===== config.mk =====
export PLATFORM = sky130hd
export DESIGN_NAME = xbus_ctrl
export DESIGN_NICKNAME = d
export VERILOG_FILES = /design/src/rtl/xbus_pkg.sv /design/src/rtl/xbus_seq.sv /design/src/rtl/xbus_pins.sv /design/src/rtl/xbus_ctrl.sv
export SDC_FILE = /design/constraint.sdc
export NUM_CORES = 1
export LEC_CHECK = 0
export BUFFER_PORTS_ARGS = -buffer_cell sky130_fd_sc_hd__buf_2
export CAP_MARGIN = 0
export CORE_ASPECT_RATIO = 1.5
export CORE_MARGIN = 3
export CORE_UTILIZATION = 25
export CTS_BUF_LIST = sky130_fd_sc_hd__clkbuf_16
export CTS_CLUSTER_DIAMETER = 200
export DETAILED_ROUTE_END_ITERATION = 7
export GPL_TIMING_DRIVEN = 0
export HOLD_SLACK_MARGIN = 0.12
export PLACE_DENSITY_LB_ADDON = 0.12
export REMOVE_ABC_BUFFERS = 1
export SLEW_MARGIN = 20
export SYNTH_ARGS = -nofsm -noshare
export SYNTH_HDL_FRONTEND = slang
export SYNTH_HIERARCHICAL = 1
export SYNTH_SLANG_ARGS = --single-unit
export TNS_END_PERCENT = 1

===== constraint.sdc =====
create_clock -name clk -period 2.05 [get_ports clk]
set_clock_uncertainty 0.15 [all_clocks]
set_input_delay 0.5125 -clock clk [delete_from_list [all_inputs] [get_ports clk]]
set_output_delay 0.5125 -clock clk [all_outputs]
set_load 0.02 [all_outputs]

===== src/rtl/xbus_pkg.sv =====
// Shared types for the external bus controller.
package xbus_pkg;
    // Phases of one external cycle, in the order they occur.
    typedef enum logic [2:0] {
        XB_IDLE,
        XB_SETUP,
        XB_ALE,
        XB_STROBE,
        XB_HOLD,
        XB_DONE
    } xb_state_e;
endpackage


===== src/rtl/xbus_seq.sv =====
// Cycle sequencer. It accepts one request in idle and copies the request and
// the configuration. It then steps through setup, an optional latch-enable
// phase, the strobe phase, hold and done.
// Assumes the requester holds req_* stable until req_ack.
module xbus_seq
    import xbus_pkg::*;
#(
    parameter int ADDR_W = 24,
    parameter int DATA_W = 16,
    parameter int CS_N   = 4,
    parameter int WAIT_W = 4,
    localparam int CS_W  = $clog2(CS_N),
    localparam int LANES = DATA_W / 8
) (
    input  logic              clk,
    input  logic              rst_n,
    input  logic              cfg_wide,
    input  logic              cfg_mux,
    input  logic [WAIT_W-1:0] cfg_rd_wait,
    input  logic [WAIT_W-1:0] cfg_wr_wait,
    input  logic              req_valid,
    input  logic              req_write,
    input  logic [CS_W-1:0]   req_cs,
    input  logic [ADDR_W-1:0] req_addr,
    input  logic [DATA_W-1:0] req_wdata,
    input  logic [LANES-1:0]  req_be,
    output xb_state_e         st,
    output logic              last_beat,
    output logic              x_write,
    output logic [CS_W-1:0]   x_cs,
    output logic [ADDR_W-1:0] x_addr,
    output logic [DATA_W-1:0] x_wdata,
    output logic [LANES-1:0]  x_be,
    output logic              x_wide,
    output logic              x_mux
);
    logic [WAIT_W-1:0] x_wait;
    logic [WAIT_W-1:0] cnt;

    // The strobe ends when the beat counter reaches the copied wait count.
    assign last_beat = (st == XB_STROBE) && (cnt == x_wait);

    // Phase progression, with request and configuration copied at acceptance.
    always_ff @(posedge clk) begin
        if (!rst_n) begin
            st      <= XB_IDLE;
            cnt     <= '0;
            x_wait  <= '0;
            x_write <= 1'b0;
            x_cs    <= '0;
            x_addr  <= '0;
            x_wdata <= '0;
            x_be    <= '0;
            x_wide  <= 1'b0;
            x_mux   <= 1'b0;
        end else begin
            case (st)
                XB_IDLE: if (req_valid) begin
                    st      <= XB_SETUP;
                    cnt     <= '0;
                    x_wait  <= req_write ? cfg_wr_wait : cfg_rd_wait;
                    x_write <= req_write;
                    x_cs    <= req_cs;
                    x_addr  <= req_addr;
                    x_wdata <= req_wdata;
                    x_be    <= req_be;
                    x_wide  <= cfg_wide;
                    x_mux   <= cfg_mux;
                end
                XB_SETUP:  st <= x_mux ? XB_ALE : XB_STROBE;
                XB_ALE:    st <= XB_STROBE;
                XB_STROBE: begin
                    if (cnt == x_wait) st <= XB_HOLD;
                    else               cnt <= cnt + 1'b1;
                end
                XB_HOLD:   st <= XB_DONE;
                default:   st <= XB_IDLE;
            endcase
        end
    end
endmodule


===== src/rtl/xbus_pins.sv =====
// Pin decoder and read capture. It derives every external pin from the current
// phase and the copied request. It also latches read data on the last strobe
// beat. Assumes at most two byte lanes are exposed as separate strobes by the top.
module xbus_pins
    import xbus_pkg::*;
#(
    parameter int ADDR_W = 24,
    parameter int DATA_W = 16,
    parameter int CS_N   = 4,
    localparam int CS_W  = $clog2(CS_N),
    localparam int LANES = DATA_W / 8,
    localparam int HI_W  = ADDR_W - DATA_W
) (
    input  logic              clk,
    input  logic              rst_n,
    input  xb_state_e         st,
    input  logic              last_beat,
    input  logic              x_write,
    input  logic [CS_W-1:0]   x_cs,
    input  logic [ADDR_W-1:0] x_addr,
    input  logic [DATA_W-1:0] x_wdata,
    input  logic [LANES-1:0]  x_be,
    input  logic              x_wide,
    input  logic              x_mux,
    input  logic [DATA_W-1:0] bus_ad_in,
    output logic [CS_N-1:0]   bus_cs_n,
    output logic              bus_ale,
    output logic              bus_rd_n,
    output logic [LANES-1:0]  wr_n,
    output logic [HI_W-1:0]   bus_ahi,
    output logic [DATA_W-1:0] bus_alo,
    output logic [DATA_W-1:0] bus_ad_out,
    output logic              bus_ad_oe,
    output logic [DATA_W-1:0] rsp_rdata
);
    logic              active, addr_ph, data_ph, strobe;
    logic [DATA_W-1:0] wr_lane, rd_lane;

    // Phase groups used by the pin equations.
    always_comb begin
        active  = (st != XB_IDLE) && (st != XB_DONE);
        addr_ph = (st == XB_SETUP) || (st == XB_ALE);
        data_ph = (st == XB_STROBE) || (st == XB_HOLD);
        strobe  = (st == XB_STROBE);
    end

    // One decoded chip select per external region.
    for (genvar i = 0; i < CS_N; i++) begin : g_cs
        assign bus_cs_n[i] = !(active && (x_cs == CS_W'(i)));
    end

    // Byte lanes: lane 0 is always present, upper lanes only in wide mode.
    for (genvar k = 0; k < LANES; k++) begin : g_lane
        if (k == 0) begin : g_base
            assign wr_n[k]          = !(strobe && x_write && x_be[k]);
            assign wr_lane[7:0]     = x_wdata[7:0];
            assign rd_lane[7:0]     = bus_ad_in[7:0];
        end else begin : g_upper
            assign wr_n[k]          = !(strobe && x_write && x_be[k] && x_wide);
            assign wr_lane[k*8+:8]  = x_wide ? x_wdata[k*8+:8] : 8'h00;
            assign rd_lane[k*8+:8]  = x_wide ? bus_ad_in[k*8+:8] : 8'h00;
        end
    end

    // Address, strobe and bus-drive equations.
    always_comb begin
        bus_ale  = (st == XB_ALE);
        bus_rd_n = !(strobe && !x_write);
        bus_ahi  = active ? x_addr[ADDR_W-1:DATA_W] : '0;
        bus_alo  = (active && !x_mux) ? x_addr[DATA_W-1:0] : '0;
        if (addr_ph && x_mux) begin
            bus_ad_out = x_addr[DATA_W-1:0];
            bus_ad_oe  = 1'b1;
        end else if (data_ph && x_write) begin
            bus_ad_out = wr_lane;
            bus_ad_oe  = 1'b1;
        end else begin
            bus_ad_out = '0;
            bus_ad_oe  = 1'b0;
        end
    end

    // Read data capture on the final strobe beat.
    always_ff @(posedge clk) begin
        if (!rst_n)                                rsp_rdata <= '0;
        else if (strobe && !x_write && last_beat) rsp_rdata <= rd_lane;
    end
endmodule


===== src/rtl/xbus_ctrl.sv =====
// Top of the static asynchronous external bus controller. It joins the cycle
// sequencer and the pin decoder and maps byte-lane strobes to the low and high
// write pins. Assumes DATA_W is 16 (two byte lanes).
module xbus_ctrl
    import xbus_pkg::*;
#(
    parameter int ADDR_W = 24,
    parameter int DATA_W = 16,
    parameter int CS_N   = 4,
    parameter int WAIT_W = 4,
    localparam int CS_W  = $clog2(CS_N),
    localparam int LANES = DATA_W / 8,
    localparam int HI_W  = ADDR_W - DATA_W
) (
    input  logic              clk,
    input  logic              rst_n,
    input  logic              cfg_wide,
    input  logic              cfg_mux,
    input  logic [WAIT_W-1:0] cfg_rd_wait,
    input  logic [WAIT_W-1:0] cfg_wr_wait,
    input  logic              req_valid,
    input  logic              req_write,
    input  logic [CS_W-1:0]   req_cs,
    input  logic [ADDR_W-1:0] req_addr,
    input  logic [DATA_W-1:0] req_wdata,
    input  logic [LANES-1:0]  req_be,
    output logic              req_ack,
    output logic [DATA_W-1:0] rsp_rdata,
    output logic [CS_N-1:0]   bus_cs_n,
    output logic              bus_ale,
    output logic              bus_rd_n,
    output logic              bus_wrl_n,
    output logic              bus_wrh_n,
    output logic [HI_W-1:0]   bus_ahi,
    output logic [DATA_W-1:0] bus_alo,
    output logic [DATA_W-1:0] bus_ad_out,
    input  logic [DATA_W-1:0] bus_ad_in,
    output logic              bus_ad_oe
);
    xb_state_e         st;
    logic              last_beat, x_write, x_wide, x_mux;
    logic [CS_W-1:0]   x_cs;
    logic [ADDR_W-1:0] x_addr;
    logic [DATA_W-1:0] x_wdata;
    logic [LANES-1:0]  x_be, wr_n;

    xbus_seq #(.ADDR_W(ADDR_W), .DATA_W(DATA_W), .CS_N(CS_N), .WAIT_W(WAIT_W)) u_seq (
        .clk(clk), .rst_n(rst_n), .cfg_wide(cfg_wide), .cfg_mux(cfg_mux),
        .cfg_rd_wait(cfg_rd_wait), .cfg_wr_wait(cfg_wr_wait),
        .req_valid(req_valid), .req_write(req_write), .req_cs(req_cs),
        .req_addr(req_addr), .req_wdata(req_wdata), .req_be(req_be),
        .st(st), .last_beat(last_beat), .x_write(x_write), .x_cs(x_cs),
        .x_addr(x_addr), .x_wdata(x_wdata), .x_be(x_be), .x_wide(x_wide), .x_mux(x_mux)
    );

    xbus_pins #(.ADDR_W(ADDR_W), .DATA_W(DATA_W), .CS_N(CS_N)) u_pins (
        .clk(clk), .rst_n(rst_n), .st(st), .last_beat(last_beat),
        .x_write(x_write), .x_cs(x_cs), .x_addr(x_addr), .x_wdata(x_wdata),
        .x_be(x_be), .x_wide(x_wide), .x_mux(x_mux), .bus_ad_in(bus_ad_in),
        .bus_cs_n(bus_cs_n), .bus_ale(bus_ale), .bus_rd_n(bus_rd_n), .wr_n(wr_n),
        .bus_ahi(bus_ahi), .bus_alo(bus_alo), .bus_ad_out(bus_ad_out),
        .bus_ad_oe(bus_ad_oe), .rsp_rdata(rsp_rdata)
    );

    // Completion pulse and byte-strobe pin mapping.
    assign req_ack   = (st == XB_DONE);
    assign bus_wrl_n = wr_n[0];
    assign bus_wrh_n = wr_n[LANES-1];
endmodule


Word-level counts from Yosys, hierarchy flattened

Index checks and enable logic that the tools add are counted.

Mux-type cells: 16
Divide/modulo/power cells: 0
$mul: 0
Shifts and indexed selects: 0
Eq/ne operators: 13
Add/subtract/negate cells: 1
Bitwise gates (word level): 0
Magnitude comparators: 0
Reductions and logical operators: 33

Operators by type and width:

| kind                  | number |
|---|---|
| $mux W16              | 3 |
| $mux W8               | 3 |
| $logic_and A1 B1 Y1   | 15 |
| $pmux W3 S5           | 1 |
| $mux W4               | 3 |
| $logic_not A1 Y1      | 9 |
| $pmux W4 S2           | 1 |
| $eq A3 B2 Y1 const B  | 2 |
| $eq A3 B3 Y1 const B  | 2 |
| $mux W3               | 2 |
| $ne A2 B2 Y1 const B  | 3 |
| $add A4 B1 Y4 const B | 1 |
| $eq A2 B2 Y1 const B  | 2 |
| $eq A4 B4 Y1          | 1 |
| $reduce_and A2 Y1     | 2 |
| $eq A3 B1 Y1 const B  | 1 |
| $logic_not A3 Y1      | 1 |
| $mux W1               | 3 |
| $ne A3 B3 Y1 const B  | 1 |
| $reduce_and A3 Y1     | 1 |
| $reduce_bool A3 Y1    | 1 |
| $eq A2 B1 Y1 const B  | 1 |
| $logic_not A2 Y1      | 1 |
| $logic_or A1 B1 Y1    | 2 |
| $reduce_bool A2 Y1    | 1 |

ROM bits: 0
Input port bits: 74
Latch bits: 0
Output and inout port bits: 66
Register bits after elaboration: 74
Memories: 0
Word-level logic and storage cells: 74
RAM bits: 0

Depth between registers and ports, before layout

Word-level depth: 5
Mapped depth: 7

By module

The synthesis kept the hierarchy.

Modules (own cells, without submodules):

| module    | instances | cells each | area each (um^2) |
|---|---|---|---|
| xbus_seq  | 1         | 273        | 2611.3 |
| xbus_pins | 1         | 137        | 1119.8 |
| xbus_ctrl | 1         | 1          | 8.8 |

Worst setup path after synthesis

OpenSTA, ideal clock, no wires.

Path type: register to output
Start: register u_seq.st[0]
End: output bus_ad_out[10]
Slack: -0.029 ns
Arrival: 1.416 ns
Cell stages (with the launch flop): 5
Path through: dfxtp_1 xnor2_1 nor3b_2 buf_6 a22o_1

Longest elaborated chain between the ends: 5
Elaborated cells between the ends (all ways): 10
Classes of those cells: eq/ne: 4; mux: 2; reduce/logical: 4

Ends and longest elaborated chain:

| element                                             | RTL line        | source |
|---|---|---|
| from (decl)                                         | xbus_seq.sv:27  | `output xb_state_e st,` |
| from (signal assigned)                              | xbus_seq.sv:70  | `XB_SETUP: st <= x_mux ? XB_ALE : XB_STROBE;` |
| $eq A3 B2 Y1 / $eq A3 B3 Y1 (equally long branches) | xbus_pins.sv:43 | `data_ph = (st == XB_STROBE) \|\| (st == XB_HOLD);` |
| $logic_or A1 B1 Y1                                  | xbus_pins.sv:43 |  |
| $logic_and A1 B1 Y1                                 | xbus_pins.sv:74 | `end else if (data_ph && x_write) begin` |
| $mux W16                                            | xbus_pins.sv:74 |  |
| $mux W16 (*)                                        | xbus_pins.sv:71 | `if (addr_ph && x_mux) begin` |
| to (decl)                                           | xbus_ctrl.sv:36 | `output logic [DATA_W-1:0] bus_ad_out,` |

Mark *: on every way between the ends. The rest lies on a longest branch, timed or not.

Worst setup path after layout

Start: register u_seq.st[0]
End: output bus_cs_n[1]

Longest elaborated chain between the ends: 4
Elaborated cells between the ends (all ways): 5
Classes of those cells: eq/ne: 1; reduce/logical: 4

Ends and longest elaborated chain:

| element                                                   | RTL line        | source |
|---|---|---|
| $ne A3 B3 Y1 / $reduce_bool A3 Y1 (equally long branches) | xbus_pins.sv:41 | `active = (st != XB_IDLE) && (st != XB_DONE);` |
| $logic_and A1 B1 Y1 (*)                                   | xbus_pins.sv:41 |  |
| $logic_and A1 B1 Y1 (*)                                   | xbus_pins.sv:49 | `assign bus_cs_n[i] = !(active && (x_cs == CS_W'(i)));` |
| $logic_not A1 Y1 (*)                                      | xbus_pins.sv:49 |  |
| to (decl)                                                 | xbus_ctrl.sv:29 | `output logic [CS_N-1:0] bus_cs_n,` |

Marked as above.

==> results.cfg <==
[worst_setup_path]
startpoint = u_seq/st[0]
cp_max_fo = 10
end_kind = output port
critPathLaunchType = flip-flop
r2r_start = u_seq/x_wait[0]
cp.arrival_ns = 1.73
critical_path_class = reg -> out
cp.required_ns = 1.39
rrSetupSlack_ns = 0

[logic_synthesis]
synth_top_area_frac = 0.3961
synthArstFlopShare = 0
synthTopCellsByArea = dfxtp_1, a21boi_2, nand2_1, mux2i_1, a22o_1
syn_inst = 411
yosysMostFrequentCell = nand2_1
ys.warnings.count = 6
synth_top_area_cell = dfxtp_1
synth_ff_type = dfxtp_1
yosys-top-cells-count = nand2_1, dfxtp_1, a21boi_2
syn_area_um2 = 3740
synth_edf_count = 0
synth-seq-cells = 74
ys_seq_area_frac = 0.3961
syn_area_per_cell_um2 = 9.099
synth_cell_type_count = 43

[routing]
viasPerCell = 4.364
vias = 3260
drt-pass1-iter-count = 4
wl_per_cell_um = 13.75
totalWireLength_mm = 10.27
post-route-drc-count = 0
ant_nets = 0
drtIter0Drc = 125

[clocking]
clk_pin_slew_ns = 0.06
cts_tree = built
htreeDepth = 3
clock_latency_ns = 0.32
clock_sinks = 74
numCtsBuffers = 9
root_buffer = clkbuf_16
cts.path.max_buffers = 2

[placed_design]
place_area_um2 = 4544
io_buffers = 139
dp_hpwl_mm = 7.078
preCtsSetupSlack_ns = -0.7237
post-place-cells = 722
place.gp.congestion = 0.7133

[final_layout]
num_antenna_cells = 0
layout-drive-gt1-share = 0.4555
fin_nets = 621
final_cells = 747
fillers = 1542
finalInstanceArea_um2 = 5284
area_growth_pct = 41.28

[floorplanning]
die_w_um = 105.9
core_um2 = 14590
initial_utilization = 0.2563
dieArea_um2 = 16490
rows = 54
fp.dieH_um = 155.8
io_pins = 140

[flow_run]
maxCapViolations = 0

[pwr]
ir_drop_v = 0.0003237
p_seq_frac = 0.364
p_clk_frac = 0.418
p_leak_nw = 2.198
p_int_w = 0.003286
power.density_nw_per_um2 = 860.7
combPwrFrac = 0.218
switching_share = 0.2775
power.switching_w = 0.001262

[global_routing]
grt_pass1_vias = 3314
grt_usage = 0.1257
grt_pass1_wl_mm = 16.55
gr-total-overflow = 0
grt_antenna_before_repair = 1
grt_max_degree = 56

[outcome]
outcome = finished with violations
failed_checks = negative setup slack

[timing]
whs_ns = 0.2705
fin_crit_ns = 2.395
finalWorstSetupSlack_ns = -0.3448
max_slew_margin = 0.5238
rsz0062_at_grt = true
post-route-period-util = 1.168
hold_violations = 0
fmax_ghz = 0.4176
max_slew.worst_pin.slew_ns = 0.7144
setup_viol = 46
slew_violations = 0

[worst_hold_path]
worstHoldStart = req_addr[9]
hold_class = in -> reg
[worst max-delay path, stage by stage, from the launching register on]
cell	delay (ns)
dfxtp_4	0.38
buf_12	0.13
xnor2_2	0.14
and2_4	0.21
or3b_1	0.37
buf_2	0.17
[per-layer routing]
metal / track usage / wire length (um)
met1: 0.1456 / 4259
met2: 0.2238 / 5314
met3: 0.03230 / 540
met4: 0.04383 / 141
met5: 0 / 13
[cell families (layout without fill, tap and decap cells)]
logic type               after synthesis  in the layout  share of synthesized area
XOR/XNOR                               6              6                    0.01405
multiplexers                          24             24                    0.06424
adder cells (fa/ha/maj)                1              1                   0.003345
AO/OA/AOI/OAI                         78             78                     0.2054
flip-flops                            74             74                     0.3961
buffers and inverters                 31            171                    0.06189
AND/OR/NAND/NOR                      197            197                     0.2549
[cell type report]
type                            instances  area (um2)  area share
Tap cell                              196       245.2     0.04641
Clock inverter                          7       131.4     0.02486
Sequential cell                        74        1500      0.2839
Timing Repair Buffer                  152        1047      0.1982
Multi-Input combinational cell        306        2123      0.4018
Clock buffer                            9       225.2     0.04262
Inverter                                3       11.26    0.002131
[layout by cell type (no fill, tap or decap), drive strengths merged, types with 3 or more instances in the layout]
master / instances
nor2b: 9
buf: 152
mux2i: 24
o211a: 4
a21boi: 48
clkinv: 3
nand3: 14
a22o: 16
a21oi: 6
nor2: 5
dfxtp: 74
nand2b: 4
clkbuf: 9
nand2: 131
bufinv: 4
and2: 19
xnor2: 6
inv: 3
[power groups by stage]
stage / Sequential, W / Combinational [W] / Clock (W)
floorplan: 0.00166 / 0.000539 / 0
global placement: 0.00168 / 0.000833 / 0
detailed placement: 0.00168 / 0.000885 / 0
CTS: 0.00166 / 0.000967 / 0.00197
global route: 0.00168 / 0.00109 / 0.00202
finish: 0.00166 / 0.000989 / 0.00190
[final timing paths]
kind / cells past startpoint / endpoint
setup reg to reg: 6 / u_pins/rsp_rdata[3]
hold / removal: 3 / u_seq/x_addr[9]
hold reg to reg: 2 / u_pins/rsp_rdata[12]
setup / recovery: 5 / bus_cs_n[1]
[through the flow]
stage / total power, W / TNS, ns / utilization
floorplan: 0.002196 / -10.04 / -
global placement: 0.002512 / -85.62 / 0.3056
detailed placement: 0.002569 / -21.48 / 0.3114
CTS: 0.004595 / -9.321 / 0.3566
global route: 0.004795 / -15.82 / 0.3621
finish: 0.004548 / -10.21 / 0.3621
[what timing repair did]
action                                  4_1_cts  5_1_grt
hold buffers                                  0        0
pin swaps                                    11        8
setup buffers                                 5        4
gates resized for setup                      72       11
endpoints found under the setup margin       61       58
endpoints found under the hold margin         0        0
[flip-flops by register name, summed over array words and instances, names as in the netlist]
name / flops
u_pins/rsp_rdata: 16
u_seq/cnt: 4
u_seq/st: 3
u_seq/x_addr: 24
u_seq/x_be: 2
u_seq/x_cs: 2
u_seq/x_mux: 1
u_seq/x_wait: 4
u_seq/x_wdata: 16
u_seq/x_wide: 1
u_seq/x_write: 1
(Power assumes the default switching activity.)
